**src/rtl/canctl_pkg.sv**
```systemverilog
package canctl_pkg;
  localparam int REG_W  = 8;
  localparam int B_RXF  = 7;
  localparam int B_BUSY = 6;
  localparam int B_CSW  = 5;
  localparam int B_SYNC = 4;
  localparam int B_TIM  = 3;
  localparam int B_WAKE = 2;
  localparam int B_SLP  = 1;
  localparam int B_INIT = 0;

  // Packed MSB first, so a cast gives the read layout directly.
  typedef struct packed {
    logic rx_frame;
    logic rx_busy;
    logic clk_stop_wait;
    logic bus_sync;
    logic timer_en;
    logic wake_en;
    logic sleep_req;
    logic init_req;
  } ctl_view_t;
endpackage

```
**src/rtl/canctl_sticky_flag.sv**
```systemverilog
module canctl_sticky_flag #(
  parameter bit RST_VAL = 1'b0
) (
  input  logic clk,
  input  logic rst,
  input  logic force_rst,
  input  logic set_req,
  input  logic clr_req,
  output logic flag_q
);
  // Forcing dominates; a set outranks a clear arriving in the same cycle.
  always_ff @(posedge clk) begin
    if (rst || force_rst)
      flag_q <= RST_VAL;
    else if (set_req)
      flag_q <= 1'b1;
    else if (clr_req)
      flag_q <= 1'b0;
  end
endmodule

```
**src/rtl/canctl_status_sample.sv**
```systemverilog
module canctl_status_sample #(
  parameter int           W       = 2,
  parameter logic [W-1:0] RST_VAL = '0
) (
  input  logic         clk,
  input  logic         rst,
  input  logic         force_rst,
  input  logic [W-1:0] hw_in,
  output logic [W-1:0] stat_q
);
  for (genvar i = 0; i < W; i++) begin : g_bit
    always_ff @(posedge clk) begin
      if (rst || force_rst)
        stat_q[i] <= RST_VAL[i];
      else
        stat_q[i] <= hw_in[i];
    end
  end
endmodule

```
**src/rtl/canctl_ctrl_bits.sv**
```systemverilog
module canctl_ctrl_bits #(
  parameter int           W           = 5,
  parameter logic [W-1:0] RST_VAL     = '0,
  parameter logic [W-1:0] FREEZE_MASK = '0,
  parameter logic [W-1:0] GATED_MASK  = '0
) (
  input  logic         clk,
  input  logic         rst,
  input  logic         freeze,
  input  logic         wr_open,
  input  logic         wr_en,
  input  logic [W-1:0] wdata,
  output logic [W-1:0] ctl_q
);
  for (genvar i = 0; i < W; i++) begin : g_bit
    if (FREEZE_MASK[i]) begin : g_frz
      always_ff @(posedge clk) begin
        if (rst || freeze)
          ctl_q[i] <= RST_VAL[i];
        else if (wr_en && (wr_open || !GATED_MASK[i]))
          ctl_q[i] <= wdata[i];
      end
    end else begin : g_hold
      always_ff @(posedge clk) begin
        if (rst)
          ctl_q[i] <= RST_VAL[i];
        else if (wr_en && (wr_open || !GATED_MASK[i]))
          ctl_q[i] <= wdata[i];
      end
    end
  end
endmodule

```
**src/rtl/canctl_clk_gate.sv**
```systemverilog
module canctl_clk_gate (
  input  logic clk,
  input  logic rst,
  input  logic stop_in_wait,
  input  logic wait_mode,
  output logic clk_en_q
);
  always_ff @(posedge clk) begin
    if (rst)
      clk_en_q <= 1'b1;
    else
      clk_en_q <= !(stop_in_wait && wait_mode);
  end
endmodule

```
**src/rtl/canctl_reg.sv**
```systemverilog
module canctl_reg
  import canctl_pkg::*;
#(
  parameter logic [REG_W-1:0] RST_VALUE = 8'h01
) (
  input  logic             clk,
  input  logic             rst,
  input  logic             cpu_wr_en,
  input  logic [REG_W-1:0] cpu_wdata,
  output logic [REG_W-1:0] cpu_rdata,
  input  logic             hw_rx_done,
  input  logic             hw_rx_busy,
  input  logic             hw_bus_sync,
  input  logic             hw_init_ack,
  input  logic             hw_loopback,
  input  logic             wait_mode,
  output logic             ctl_clk_stop_wait,
  output logic             ctl_timer_en,
  output logic             ctl_wake_en,
  output logic             ctl_sleep_req,
  output logic             ctl_init_req,
  output logic             bif_clk_en
);
  // Control bank order: {csw, timer, wake, sleep, init}
  localparam int         CTL_W      = 5;
  localparam logic [4:0] CTL_RST    = {RST_VALUE[B_CSW], RST_VALUE[B_TIM],
                                       RST_VALUE[B_WAKE], RST_VALUE[B_SLP],
                                       RST_VALUE[B_INIT]};
  localparam logic [4:0] CTL_FREEZE = 5'b11000;
  localparam logic [4:0] CTL_GATED  = 5'b11110;
  localparam logic [1:0] STAT_RST   = {RST_VALUE[B_BUSY], RST_VALUE[B_SYNC]};

  logic             init_active;
  logic             wr_open;
  logic [CTL_W-1:0] ctl_q;
  logic [CTL_W-1:0] ctl_wd;
  logic [1:0]       stat_q;
  logic             rx_flag_q;
  ctl_view_t        view;
  logic             unused_ro_wdata;

  assign init_active     = ctl_q[0] & hw_init_ack;
  assign wr_open         = ~ctl_q[0] & ~hw_init_ack;
  assign ctl_wd          = {cpu_wdata[B_CSW], cpu_wdata[B_TIM], cpu_wdata[B_WAKE],
                            cpu_wdata[B_SLP], cpu_wdata[B_INIT]};
  assign unused_ro_wdata = cpu_wdata[B_BUSY] ^ cpu_wdata[B_SYNC];

  canctl_sticky_flag #(.RST_VAL(RST_VALUE[B_RXF])) u_rxf (
    .clk       (clk),
    .rst       (rst),
    .force_rst (init_active),
    .set_req   (hw_rx_done & ~hw_loopback),
    .clr_req   (cpu_wr_en & cpu_wdata[B_RXF]),
    .flag_q    (rx_flag_q)
  );

  canctl_status_sample #(.W(2), .RST_VAL(STAT_RST)) u_stat (
    .clk       (clk),
    .rst       (rst),
    .force_rst (init_active),
    .hw_in     ({hw_rx_busy, hw_bus_sync}),
    .stat_q    (stat_q)
  );

  canctl_ctrl_bits #(
    .W           (CTL_W),
    .RST_VAL     (CTL_RST),
    .FREEZE_MASK (CTL_FREEZE),
    .GATED_MASK  (CTL_GATED)
  ) u_ctl (
    .clk     (clk),
    .rst     (rst),
    .freeze  (init_active),
    .wr_open (wr_open),
    .wr_en   (cpu_wr_en),
    .wdata   (ctl_wd),
    .ctl_q   (ctl_q)
  );

  canctl_clk_gate u_cg (
    .clk          (clk),
    .rst          (rst),
    .stop_in_wait (ctl_q[4]),
    .wait_mode    (wait_mode),
    .clk_en_q     (bif_clk_en)
  );

  always_comb begin
    view.rx_frame      = rx_flag_q;
    view.rx_busy       = stat_q[1];
    view.clk_stop_wait = ctl_q[4];
    view.bus_sync      = stat_q[0];
    view.timer_en      = ctl_q[3];
    view.wake_en       = ctl_q[2];
    view.sleep_req     = ctl_q[1];
    view.init_req      = ctl_q[0];
  end

  assign cpu_rdata         = REG_W'(view);
  assign ctl_clk_stop_wait = ctl_q[4];
  assign ctl_timer_en      = ctl_q[3];
  assign ctl_wake_en       = ctl_q[2];
  assign ctl_sleep_req     = ctl_q[1];
  assign ctl_init_req      = ctl_q[0];
endmodule

```
**config.mk**
```make
export PLATFORM = sky130hd
export DESIGN_NAME = canctl_reg
export DESIGN_NICKNAME = d
export VERILOG_FILES = /design/src/rtl/canctl_pkg.sv /design/src/rtl/canctl_sticky_flag.sv /design/src/rtl/canctl_status_sample.sv /design/src/rtl/canctl_ctrl_bits.sv /design/src/rtl/canctl_clk_gate.sv /design/src/rtl/canctl_reg.sv
export SDC_FILE = /design/constraint.sdc
export NUM_CORES = 1
export LEC_CHECK = 0
export ABC_AREA = 1
export CORE_UTILIZATION = 32
export CTS_CLUSTER_SIZE = 20
export DETAILED_ROUTE_END_ITERATION = 6
export PLACE_DENSITY = 0.75
export SLEW_MARGIN = 0
export SYNTH_ARGS = -nofsm -noshare
export SYNTH_HDL_FRONTEND = slang
export SYNTH_HIERARCHICAL = 1
export SYNTH_SLANG_ARGS = --single-unit
```
**constraint.sdc**
```tcl
create_clock -name clk -period 1.2 [get_ports clk]
set_clock_uncertainty 0.05 [all_clocks]
set_input_delay 0.36 -clock clk [delete_from_list [all_inputs] [get_ports clk]]
set_output_delay 0.36 -clock clk [all_outputs]
set_load 0.01 [all_outputs]
```
## Word level (Yosys, flattened, before mapping)

Cells that the tools add are included.

| cells by class | value |
|---|---|
| multiplexer cells | 2 |
| bitwise logic cells | 7 |
| reduce and logical (&&, ||, !) cells | 5 |

Operators by type and width:

| cell | count |
|---|---|
| bitwise AND 1 bit | 4 |
| NOT 1 bit | 3 |
| logical AND 1 bit | 2 |
| two-way mux 1 bit | 2 |
| nonzero test 2 bit | 1 |
| zero test 1 bit | 1 |
| logical OR 1 bit | 1 |

| storage, ports and cells | value |
|---|---|
| flip-flop bits (word level) | 9 |
| input bits | 17 |
| output and inout port bits | 14 |
| logic and storage cells | 23 |

## Logic depth before layout (Yosys ltp)

Gate-level depths: netlist (run 1).

| logic depth | value |
|---|---|
| depth in word-level cells | 3 |
| depth in mapped cells | 5 |
| mapped depth without buffers | 5 |

## Modules after synthesis

The synthesis (run 1) kept the hierarchy.

Modules (own cells, without submodules):

| module | instances | cells each | area an instance (µm²) | seq. area each (µm²) |
|---|---|---|---|---|
| canctl_ctrl_bits | 1 | 31 | 205.2 | 100.1 |
| canctl_reg | 1 | 13 | 73.8 | 0.0 |
| canctl_status_sample | 1 | 9 | 66.3 | 40.0 |
| canctl_sticky_flag | 1 | 8 | 51.3 | 20.0 |
| canctl_clk_gate | 1 | 3 | 33.8 | 20.0 |

## Worst setup path after synthesis (run 1)

Ideal clock, no wire load.

| timing | value |
|---|---|
| kind | reg2out |
| start point | reg u_ctl.ctl_q[0] |
| end point | out ctl_init_req |
| data arrival time | 0.550 ns |
| required time | 0.790 ns |
| slack | 0.240 ns |
| cell stages (with the launch flop) | 2 |
| buffers on the path | 1 |
| cell sequence | dfxtp_1 > buf_4 |

RTL lines:

| element | line | source |
|---|---|---|
| start, declared | canctl_ctrl_bits.sv:13 | `output logic [W-1:0] ctl_q` |
| start signal, assigned by index | canctl_ctrl_bits.sv:26 | `ctl_q[i] <= RST_VAL[i];` |
| start signal, assigned by index | canctl_ctrl_bits.sv:28 | `ctl_q[i] <= wdata[i];` |
| end, declared | canctl_reg.sv:21 | `output logic ctl_init_req,` |

No word-level cell between the ends.

## Worst setup path in the final report (run 1)

| timing | value |
|---|---|
| start point | reg u_ctl.ctl_q[4] |
| end point | out ctl_clk_stop_wait |

RTL lines:

| element | line | source |
|---|---|---|
| start signal, assigned by index | canctl_ctrl_bits.sv:19 | `ctl_q[i] <= RST_VAL[i];` |
| start signal, assigned by index | canctl_ctrl_bits.sv:21 | `ctl_q[i] <= wdata[i];` |
| end, declared | canctl_reg.sv:17 | `output logic ctl_clk_stop_wait,` |

No word-level cell between the ends.

==> results of run 1 <==
-- final cells by class --
class / instances / area [um^2]
clock buffer: 4 / 26.3
fill: 111 / 492
inverter: 18 / 67.6
multi-input combinational: 31 / 145
sequential: 9 / 188
tap: 14 / 17.5
timing repair buffer: 31 / 235
-- cell usage after synthesis --
cell type	number	share of area [%]
nand3_2	1	2.3
inv_1	18	16
a21oi_2	1	2.0
nand3_1	1	1.2
dfxtp_1	9	42
nand2_1	12	10
buf_4	6	10
nor2_2	1	1.5
a21oi_1	2	2.3
nor2_1	11	9.6
nand2_2	1	1.5
o21ai_0	1	1.2
-- path summary, 6_finish.rpt --
kind / start / endpoint / slack, ns / cells after the start
worst max-delay path: u_ctl/ctl_q[4] / ctl_clk_stop_wait / 0.07 / 1
worst min-delay path: u_rxf/flag_q / u_rxf/flag_q / 0.42 / 2
worst max register to register: u_ctl/ctl_q[0] / u_ctl/ctl_q[3] / 0.19 / 5
worst min register to register: u_rxf/flag_q / u_rxf/flag_q / 0.42 / 2
-- per-layer routing --
layer	vias to the layer above	routed length [um]	global-route usage, %	part of all wire, %
li1	232	-	-	-
met1	187	380	15.0	44
met2	17	399	22.1	46
met3	2	85	3.47	9.7
met4	0	8	7.76	0.92
met5	-	0	0	0
-- registers in the layout, summed over array words and instances, names as in the netlist --
name,count
u_stat/stat_q,2
u_rxf/flag_q,1
u_ctl/ctl_q,5
u_cg/clk_en_q,1
-- power groups by stage --
stage	clock network (mW)	logic, mW	registers [mW]
after floorplan	0	0.0491	0.328
after global placement	0	0.135	0.323
after detailed placement	0	0.136	0.323
after CTS	0.231	0.125	0.317
after global routing	0.250	0.140	0.318
final	0.226	0.126	0.317
-- what timing repair did --
item	4_1_cts	5_1_grt
setup buffers	2	0
gates cloned	0	0
resized for setup	58	6
pin swaps	0	1
hold buffers	0	0
endpoints found under the setup margin	14	7
-- cells by family (layout without fill, tap and decap cells) --
group	count (synthesis)	count (layout)
buffers and inverters	24	53
DFF	9	9
and+or+nand+nor	27	27
AOI/OAI and AO/OA	4	4
-- through the flow --
stage	area, um^2	std cells	setup TNS, ns
3_3_place_gp	691	101	-2.24
6_report	679	107	0
4_1_cts	687	107	0
2_1_floorplan	430	64	0
3_5_place_dp	691	101	-2.38
5_1_grt	679	107	0
==> run summary, run 1 <==
The run finished with clean final reports. The residual DRC count is 0. The cell area after synthesis is 430 um^2. The number of hold-slack violations in the final timing report came out at 0. The number of sinks handled by clock tree synthesis came out at 9. The power density normalized to cell area came out at 984 nW/um^2.

The total number of vias came out at 438. The congestion estimate from routability-driven global placement came to 0.671. The initial standard-cell utilization of the core came out at 36.8%. The placed wire-length estimate is 636 um. The maximum operating frequency is 885 MHz. The number of max-cap violations is 0. Measured against its own limit, the worst slew margin works out to 83.7%.

The number of detailed-routing iterations run before antenna repair is 4. The number of nets in the synthesized netlist came out at 81. Setup violations remaining at the end of the flow were counted as 0. The post-synthesis area per instance came out at 6.73 um^2. Synthesis produced 64 cells. The number of global-route vias before repair came out at 357. The area growth from synthesis to layout came out at 57.8%. The count of synthesis-stage warnings from yosys came out at 6. Setup repair after global routing could not meet its margin everywhere. The maximum vdd ir drop came out at 0.468 mV. The die width is 38.7 um. In this run, the clock network consumes 33.8% of the power. The average wire per standard cell is 8.15 um. The detailed router finished its first iteration with 9 violations.

The residual overflow from global routing is 0. The slowest stage of the critical path is the dfxtp_2 cell. The number of pins with negative max-slew slack in the final report is 0. Leaving out fill and tap cells, the most frequent cells in the layout are 18 x inv_1, 13 x clkdlybuf4s50_1, 13 x buf_2, 12 x nand2_1, 10 x nor2_1. The final period utilization came out at 94.1%.

The final net count is 111. The compound-gate portion of the synthesized area is 5.52%. The share of cell area taken by muxes after synthesis came out at 0%. The xor-xnor portion of the synthesized cell area is 0%. The vertical die dimension is 38.7 um.

The total buffers and inverters traversed by the critical path came out at 1. In this run, distinct cell masters in the synthesized netlist total 12. The static leakage power came out at 0.391 nW. Broken down by cell family, the worst path's largest delay share belongs to flip-flops. The via-per-instance ratio is 4.09. The clock tree from TritonCTS is built. The number of H-tree levels came out at 1. Leaving out fill and tap cells, the most frequent cell in the layout is inv_1. The final core utilization is 58.0%. Entering global routing, the biggest net connects 7 pins. The worst setup path is of the register to primary output kind. TritonCTS created 3 clock buffers. The internal power consumption is 0.510 mW. On the final layout, the worst hold slack is 0.415 ns. Timing analysis after detailed placement gives a worst setup slack of -0.258 ns. In this run, flip-flops and latches consume 47.4% of the power. The type of the tightest min-delay check is register to register. The smallest setup slack after layout came out at 0.0703 ns. After layout, the minimum clock period comes to 1.13 ns. After Yosys synthesis, and, or, nand and nor cells account for 26.5% of the synthesized area. The overall power after layout is 0.669 mW.

The later pin in the worst-skew pair is clocked with a latency of 0.25 ns. The critical path data required time is 0.79 ns. The floorplan step defined a core boundary enclosing 1170 um^2. The data arrival time of the critical path is 0.72 ns.

The clock passes through at most 2 buffers. Summing the areas of all fa, ha and maj instances in the mapped netlist gives 0% of the synthesized area. In this run the clock root is driven by a clkbuf_4. The combinational family with the most area after synthesis is simple AND/OR/NAND/NOR gates. The number of I/O port buffers came out at 28.

The switching power total came out at 0.158 mW. The number of cell rows is 12. The kind of end point of the critical path is a primary output. The combinational cell fraction of total power is 18.8%. The fraction of the yosys area taken by sequential cells is 41.9%. The net switching share of the total power is 23.7%.

The pin slew with the least headroom to its limit came out at 0.244 ns. The largest stage delay on the critical path is 0.34 ns. The die footprint is 1500 um^2. The residual antenna-violating net count after detailed routing is 0. The final layout contains routed wiring with a total length of 872 um. The initial antenna violation count came out at 0. Global routing consumed, over all layers together, 13.3% of the routing resources. The synthesized design contains 9 register bits. Of all nets on the critical path, the largest fanout is 4. The signal on the critical path passes through buf_2. The global-route wire length before repair is 1350 um. The layout cell share with drive strength beyond 1 is 33.3%. The clock transition at the register clock pins on the worst setup and hold paths after CTS is 0.06 ns. The worst setup path is launched from a register.

The number of primary I/O pins is 31. The antenna diode count came out at 0.
No activity file was read; power rests on OpenSTA's default activity.
==> inputs of run 2 (changes only) <==
--- a/config.mk
+++ b/config.mk
@@ -6,12 +6,14 @@
 export NUM_CORES = 1
 export LEC_CHECK = 0
 export ABC_AREA = 1
-export CORE_UTILIZATION = 32
+export CORE_AREA = 2 2 39 41
 export CTS_CLUSTER_SIZE = 20
 export DETAILED_ROUTE_END_ITERATION = 6
-export PLACE_DENSITY = 0.75
+export DIE_AREA = 0 0 41 43
+export GPL_TIMING_DRIVEN = 0
+export MAX_ROUTING_LAYER = met4
+export PLACE_DENSITY = 0.73
 export SLEW_MARGIN = 0
 export SYNTH_ARGS = -nofsm -noshare
 export SYNTH_HDL_FRONTEND = slang
-export SYNTH_HIERARCHICAL = 1
 export SYNTH_SLANG_ARGS = --single-unit
==> run summary, run 2 <==
Summed over all cells, the static leakage comes to 0.322 nW. The total number of vias came out at 403. The floorplan has 14 rows.

The number of violations reported at the end of detailed-routing iteration 0 came out at 5. The initial antenna violation count was 0. Traced cell by cell, the critical path runs through buf_2. The number of endpoints failing setup at the final stage came out at 0.

The maximum root-to-sink buffer count is 2. Setup repair after global routing left no endpoint under its margin. The die width is 41 um. The pin count of the biggest net entering global routing is 11. The maximum operating frequency is 853 MHz. The total wire length came out at 894 um. Sorting the synthesized cells by area gives the leading types as dfxtp_1 45%, buf_4 11%, inv_1 9.5%. The largest registers in the layout are u_ctl.ctl_q: 5 flops, u_stat.stat_q: 2 flops.

TritonCTS built the clock tree. The via-per-instance ratio came out at 4.20. Counting every sink on the clock net gives 9. The total clock buffers created by CTS is 3.

The area growth from synthesis to layout is 67.2%. The global-route wire length before repair is 1380 um. The count of synthesis-stage warnings from yosys came out at 0. The clock latency on the worst-skew pair is 0.26 ns. The fraction of the yosys area taken by sequential cells is 45.4%. Yosys mapped a number of flops with a built-in enable equal to 0. The number of I/O port buffers came out at 28. The post-synthesis register bit count is 9. Max-cap violations in this run came to 0. The worst-case IR drop observed on VDD is 0.566 mV. The layout cell share with drive strength beyond 1 came out at 33.8%. The worst-case register-to-register setup slack is 0.15 ns.

The proportion of register bits with asynchronous set or reset after synthesis came out at 0%. The residual antenna-violating net count after detailed routing is 0. The number of global-route vias before repair is 348.

The slowest stage cell on the critical path is dfxtp_2. The total buffers and inverters traversed by the critical path came out at 1. The relative slew slack came out at 87.6%. The data arrival time of the critical path is 0.76 ns.

The final net count came out at 98. Yosys instantiated no cell more often than inv_1. When the netlist entered floorplanning its net count stood at 70. Data on the critical path is required at its endpoint by 0.79 ns. The worst setup path is captured at a primary output.

The average wire per standard cell came out at 9.31 um. The tree is rooted in a clkbuf_4. The post-synthesis area per instance came out at 7.48 um^2.

The top cell type by area accounts for 45.4% of the synthesized area. The final core utilization is 47.9%. Tracing the worst setup path back leads to its startpoint at u_ctl.ctl_q[4]. The library cells used most frequently in the layout, excluding fill and tap cells, are 14 x clkdlybuf4s50_1, 10 x inv_1, 9 x buf_2, 7 x nand2_1.

The number of flip-flops in the largest register is 5. The cell count after synthesis came out at 53. The commonest cells after synthesis are 10 x inv_1, 9 x dfxtp_1, 7 x nand2_1. The standard cell core area is 1380 um^2. The number of pins with negative max-slew slack in the final report came out at 0. The register ranked first by flip-flop count is u_ctl.ctl_q. After layout, the worst path uses 97.6% of the clock period.

The cell type group with the largest total delay on the critical path is flip-flops. The antenna diode count came out at 0. The residual overflow from global routing is 0. The type of the tightest min-delay check is register to register. In this run the number of H-tree levels came out at 1. For this run, design rule violations remaining after detail routing come to 0. The smallest clock period supported by the final layout is computed as 1.17 ns.

The maximum fanout along the worst path came out at 4. The library cell used most frequently in the layout, excluding fill and tap cells, is clkdlybuf4s50_1. The startpoint identified for the worst register-to-register timing path is u_ctl.ctl_q[0]. The largest stage delay on the critical path came out at 0.36 ns. The vertical die dimension came out at 43 um. The cell area after synthesis came out at 397 um^2. The summed negative setup slack over all endpoints is 0 ns. The flow ran to the end, and the final reports show no timing, DRC or antenna violations. The fill cell instance count of the final layout came out at 145. The global-route total usage across every layer is 13.1%. The die footprint is 1760 um^2.

The placer congestion estimate is 0.571. The clock transition at the register clock pins on the worst setup and hold paths after CTS came out at 0.06 ns. The critical path is of the register to primary output type. The startpoint identified for the worst hold timing path is u_ctl.ctl_q[4]. Of all cell types, the one taking the most synthesized area is dfxtp_1.

The placed wire-length estimate is 696 um. The overall power after layout came out at 0.687 mW. The number of hold-slack violations in the final timing report is 0. The pin slew with the least headroom to its limit is 0.185 ns. The number of primary I/O pins came out at 31. The count of distinct cell types in the synthesized netlist came out at 11. The initial standard-cell utilization of the core came out at 28.7%. Before antenna repair, the detailed router went through 2 iterations. The startpoint class of the critical path is a register. For this run, the leading register cell type out of synthesis is dfxtp_1.

The power density normalized to cell area is 1040 nW/um^2.
-- run 2: changes by cell type after synthesis, sizes merged --
cell,before,now
a21oi,3,7
buf,6,7
inv,18,10
nand2,13,7
nand3,2,5
nor2,12,7
-- run 2: final cells by class --
cell class / count / area, um^2 / area share [%]
Tap cell: 16 / 20.0 / 3.02
Clock buffer: 4 / 26.3 / 3.96
Multi-Input combinational cell: 27 / 129 / 19.4
Inverter: 10 / 37.5 / 5.66
Buffer: 1 / 5.00 / 0.755
Timing Repair Buffer: 29 / 255 / 38.5
Sequential cell: 9 / 190 / 28.7
-- run 2: cells by family (layout without fill, tap and decap cells) --
kind of cell / after synthesis / after routing / synth area share [%]
buf+inv: 17 / 44 / 22.1
flops: 9 / 9 / 45.4
simple gates: 19 / 19 / 21.5
compound gates: 8 / 8 / 11.0
-- run 2: metal layers --
| metal | up-vias | GRT usage, % | part of all wire, % |
|---|---|---|---|
| li1 | 212 | - | - |
| met3 | 5 | 5.24 | 13 |
| met2 | 22 | 20.6 | 47 |
| met1 | 164 | 9.68 | 35 |
| met4 | 0 | 14.0 | 4.7 |
| met5 | - | - | 0 |
-- run 2: where the power goes --
part	leakage (nW)	internal, mW	switching [mW]
clock	0.0150	0.129	0.113
sequential	0.0760	0.311	0.00757
combinational	0.231	0.0769	0.0501
-- run 2: worst paths after layout --
path / endpoint / cells after the start
setup / recovery: ctl_clk_stop_wait / 1
hold / removal: u_cg.clk_en_q / 1
setup reg to reg: u_ctl.ctl_q[1] / 5
hold reg to reg: u_cg.clk_en_q / 1
-- run 2: stage by stage --
step	cells	setup slack, ns	hold slack [ns]	instance area (um^2)
after floorplan	53	0.162	0.388	397
after global placement	97	-0.289	0.374	697
after detailed placement	97	-0.310	0.382	697
after CTS	100	-0.0355	0.391	727
after global routing	96	0.00152	0.417	663
final	96	0.0283	0.387	663
-- run 2: repair_timing --
| action | CTS | global route |
|---|---|---|
| hold buffers | 0 | 0 |
| pin swaps | 0 | 0 |
| setup endpoints to repair | 14 | 7 |
| buffers inserted | 1 | 0 |
| gates resized for setup | 70 | 3 |
==> inputs of run 3 (changes only) <==
--- a/config.mk
+++ b/config.mk
@@ -10,7 +10,6 @@
 export CTS_CLUSTER_SIZE = 20
 export DETAILED_ROUTE_END_ITERATION = 6
 export DIE_AREA = 0 0 41 43
-export GPL_TIMING_DRIVEN = 0
 export MAX_ROUTING_LAYER = met4
 export PLACE_DENSITY = 0.73
 export SLEW_MARGIN = 0
==> run summary, run 3 (synthesis gave the netlist of run 2 again) <==
The run finished with clean final reports. The wire length on met3 came out at 113 um. The die covers 1760 um^2.

The number of pins with negative max-slew slack in the final report is 0. The maximum root-to-sink buffer count is 2. The number of max-cap violations came out at 0. The initial antenna violation count came out at 0. The global-route wire length before repair came out at 1190 um. The maximum operating frequency came out at 886 MHz. In this run the count of I/O pins placed on the die edge is 31. The total wire length is 802 um. The placer congestion estimate came out at 0.512. The critical path in this run is classified as primary input to register. The standard cell core area is 1380 um^2. The clock latency on the worst-skew pair is 0.25 ns. After detailed routing, the average wire length per cell comes to 8.27 um.

The switching power total came out at 0.153 mW. The pin slew with the least headroom to its limit came out at 0.176 ns. Setup repair after global routing left no endpoint under its margin. The overall power after layout is 0.663 mW. The register with the most flip-flops in the layout has 5 of them.

0 antenna diodes ended up in the layout. The register with the most flip-flops in the final layout is u_ctl.ctl_q. The area growth from synthesis to layout is 59.3%.

The net switching share of the total power came out at 23.1%. The static leakage power is 0.321 nW. Measured along the x axis, the die boundary spans 41 um. The share of total power dissipated in combinational logic is 18.1%. In this run the clock root is driven by a clkbuf_4.

The combined flip-flop and latch cell area is 186 um^2. The number of detailed-routing iterations run before antenna repair came out at 4. The routed layout has 390 vias. The worst setup path is captured at a register.

Global routing used 10.2% of the available tracks across all layers. Dividing the final minimum period by the clock period gives 94.1%. For the finished layout, the period the worst path requires is 1.13 ns. The detailed router put a total of 333 um of wire on met1. Clock-pin slew was measured on the worst setup and hold paths at 0.06 ns.

The residual antenna-violating net count after detailed routing is 0. The type of the tightest min-delay check is register to register. The worst setup path is launched from a primary input. The number of cell rows is 14.

The maximum fanout along the worst path is 8. The power density normalized to cell area came out at 1050 nW/um^2. The pin count of the biggest net entering global routing is 12. Counting the fill cells in the layout gives 155.

The vertical die dimension is 43 um. The initial standard-cell utilization of the core came out at 28.7%. The number of global-route vias before repair came out at 315. The critical path data required time is 1.30 ns.

The number of hold-slack violations in the final timing report is 0. The largest registers in the layout are u_ctl.ctl_q: 5 flops, u_stat.stat_q: 2 flops. The routed length on met2 came out at 355 um.

Leaving out fill and tap cells, the most frequent cells in the layout are 14 x clkdlybuf4s50_1, 14 x buf_2, 10 x inv_1, 7 x nand2_1. The highest layer touched by signal routing is met3. The number of hold buffers added after cts came out at 0.

The number of endpoints failing setup at the final stage is 0. The number of sinks handled by clock tree synthesis is 9. The maximum vdd ir drop came out at 0.515 mV. The relative slew slack came out at 88.2%. After the first detailed-routing iteration, the DRC count stood at 1. The summed negative setup slack over all endpoints came out at 0 ns. The residual DRC count is 0.

The number of H-tree levels is 1. The final net count is 99. In this run the tool buffered the top-level ports with 28 buffer cells.

The clock network burns 34.1% of the power. The smallest setup slack after layout is 0.0710 ns. The layout cell share with drive strength beyond 1 came out at 33.3%. The part of the power in registers came out at 47.8%. The area occupied by multi-input gates is 129 um^2. The data arrival time of the critical path is 1.23 ns. Prior to clock tree synthesis, the placed netlist has a worst setup slack of -0.206 ns. The internal power consumption is 0.509 mW.

Using the TritonRoute via totals, the vias-per-cell ratio works out to 4.02. TritonCTS built the clock tree. The total clock buffers created by CTS came out at 3. The residual overflow from global routing is 0.
## run 3: path summary, 6_finish.rpt
check | startpoint | endpoint | slack [ns] | cells past startpoint
max | hw_init_ack | u_ctl.ctl_q[4] | 0.07 | 5
min | u_rxf.flag_q | u_rxf.flag_q | 0.41 | 2
max reg2reg | u_ctl.ctl_q[0] | u_ctl.ctl_q[4] | 0.20 | 5
min reg2reg | u_rxf.flag_q | u_rxf.flag_q | 0.41 | 2
## run 3: per-layer routing
layer  vias to the layer above  global-route usage [%]
met3                         0                    3.66
li1                        211                       -
met5                         -                       -
met4                         0                    6.00
met1                       156                    11.0
met2                        23                    15.3
## run 3: critical path, stage by stage
cell and delay, ns:
clkdlybuf4s50_1 0.47, nor2_4 0.19, nand3_1 0.10, nand2_1 0.07, nor2_1 0.04
## run 3: layout make-up
cell class	count	area share, %
Timing Repair Buffer	31	36.8
Sequential cell	9	29.5
Clock buffer	4	4.16
Inverter	10	5.94
Multi-Input combinational cell	27	20.4
Tap cell	16	3.17
## run 3: timing repair
action,CTS,global route
resized for setup,58,3
setup buffers,0,0
setup endpoints to repair,14,3
endpoints found under the hold margin,0,0
## run 3: power groups by stage
stage          logic (mW)  clock network, mW  registers, mW
2_1_floorplan      0.0480                  0          0.330
3_3_place_gp        0.137                  0          0.323
3_5_place_dp        0.137                  0          0.323
4_1_cts             0.124              0.240          0.317
5_1_grt             0.134              0.257          0.318
6_report            0.120              0.226          0.317
## run 3: metrics by stage
step,instances,cell area (um^2),hold WS [ns],util (%)
CTS,97,651,0.418,47.0
global placement,93,669,0.400,48.4
detailed placement,93,669,0.410,48.4
floorplan,53,397,0.388,-
finish,97,632,0.411,45.7
global route,97,632,0.436,45.7
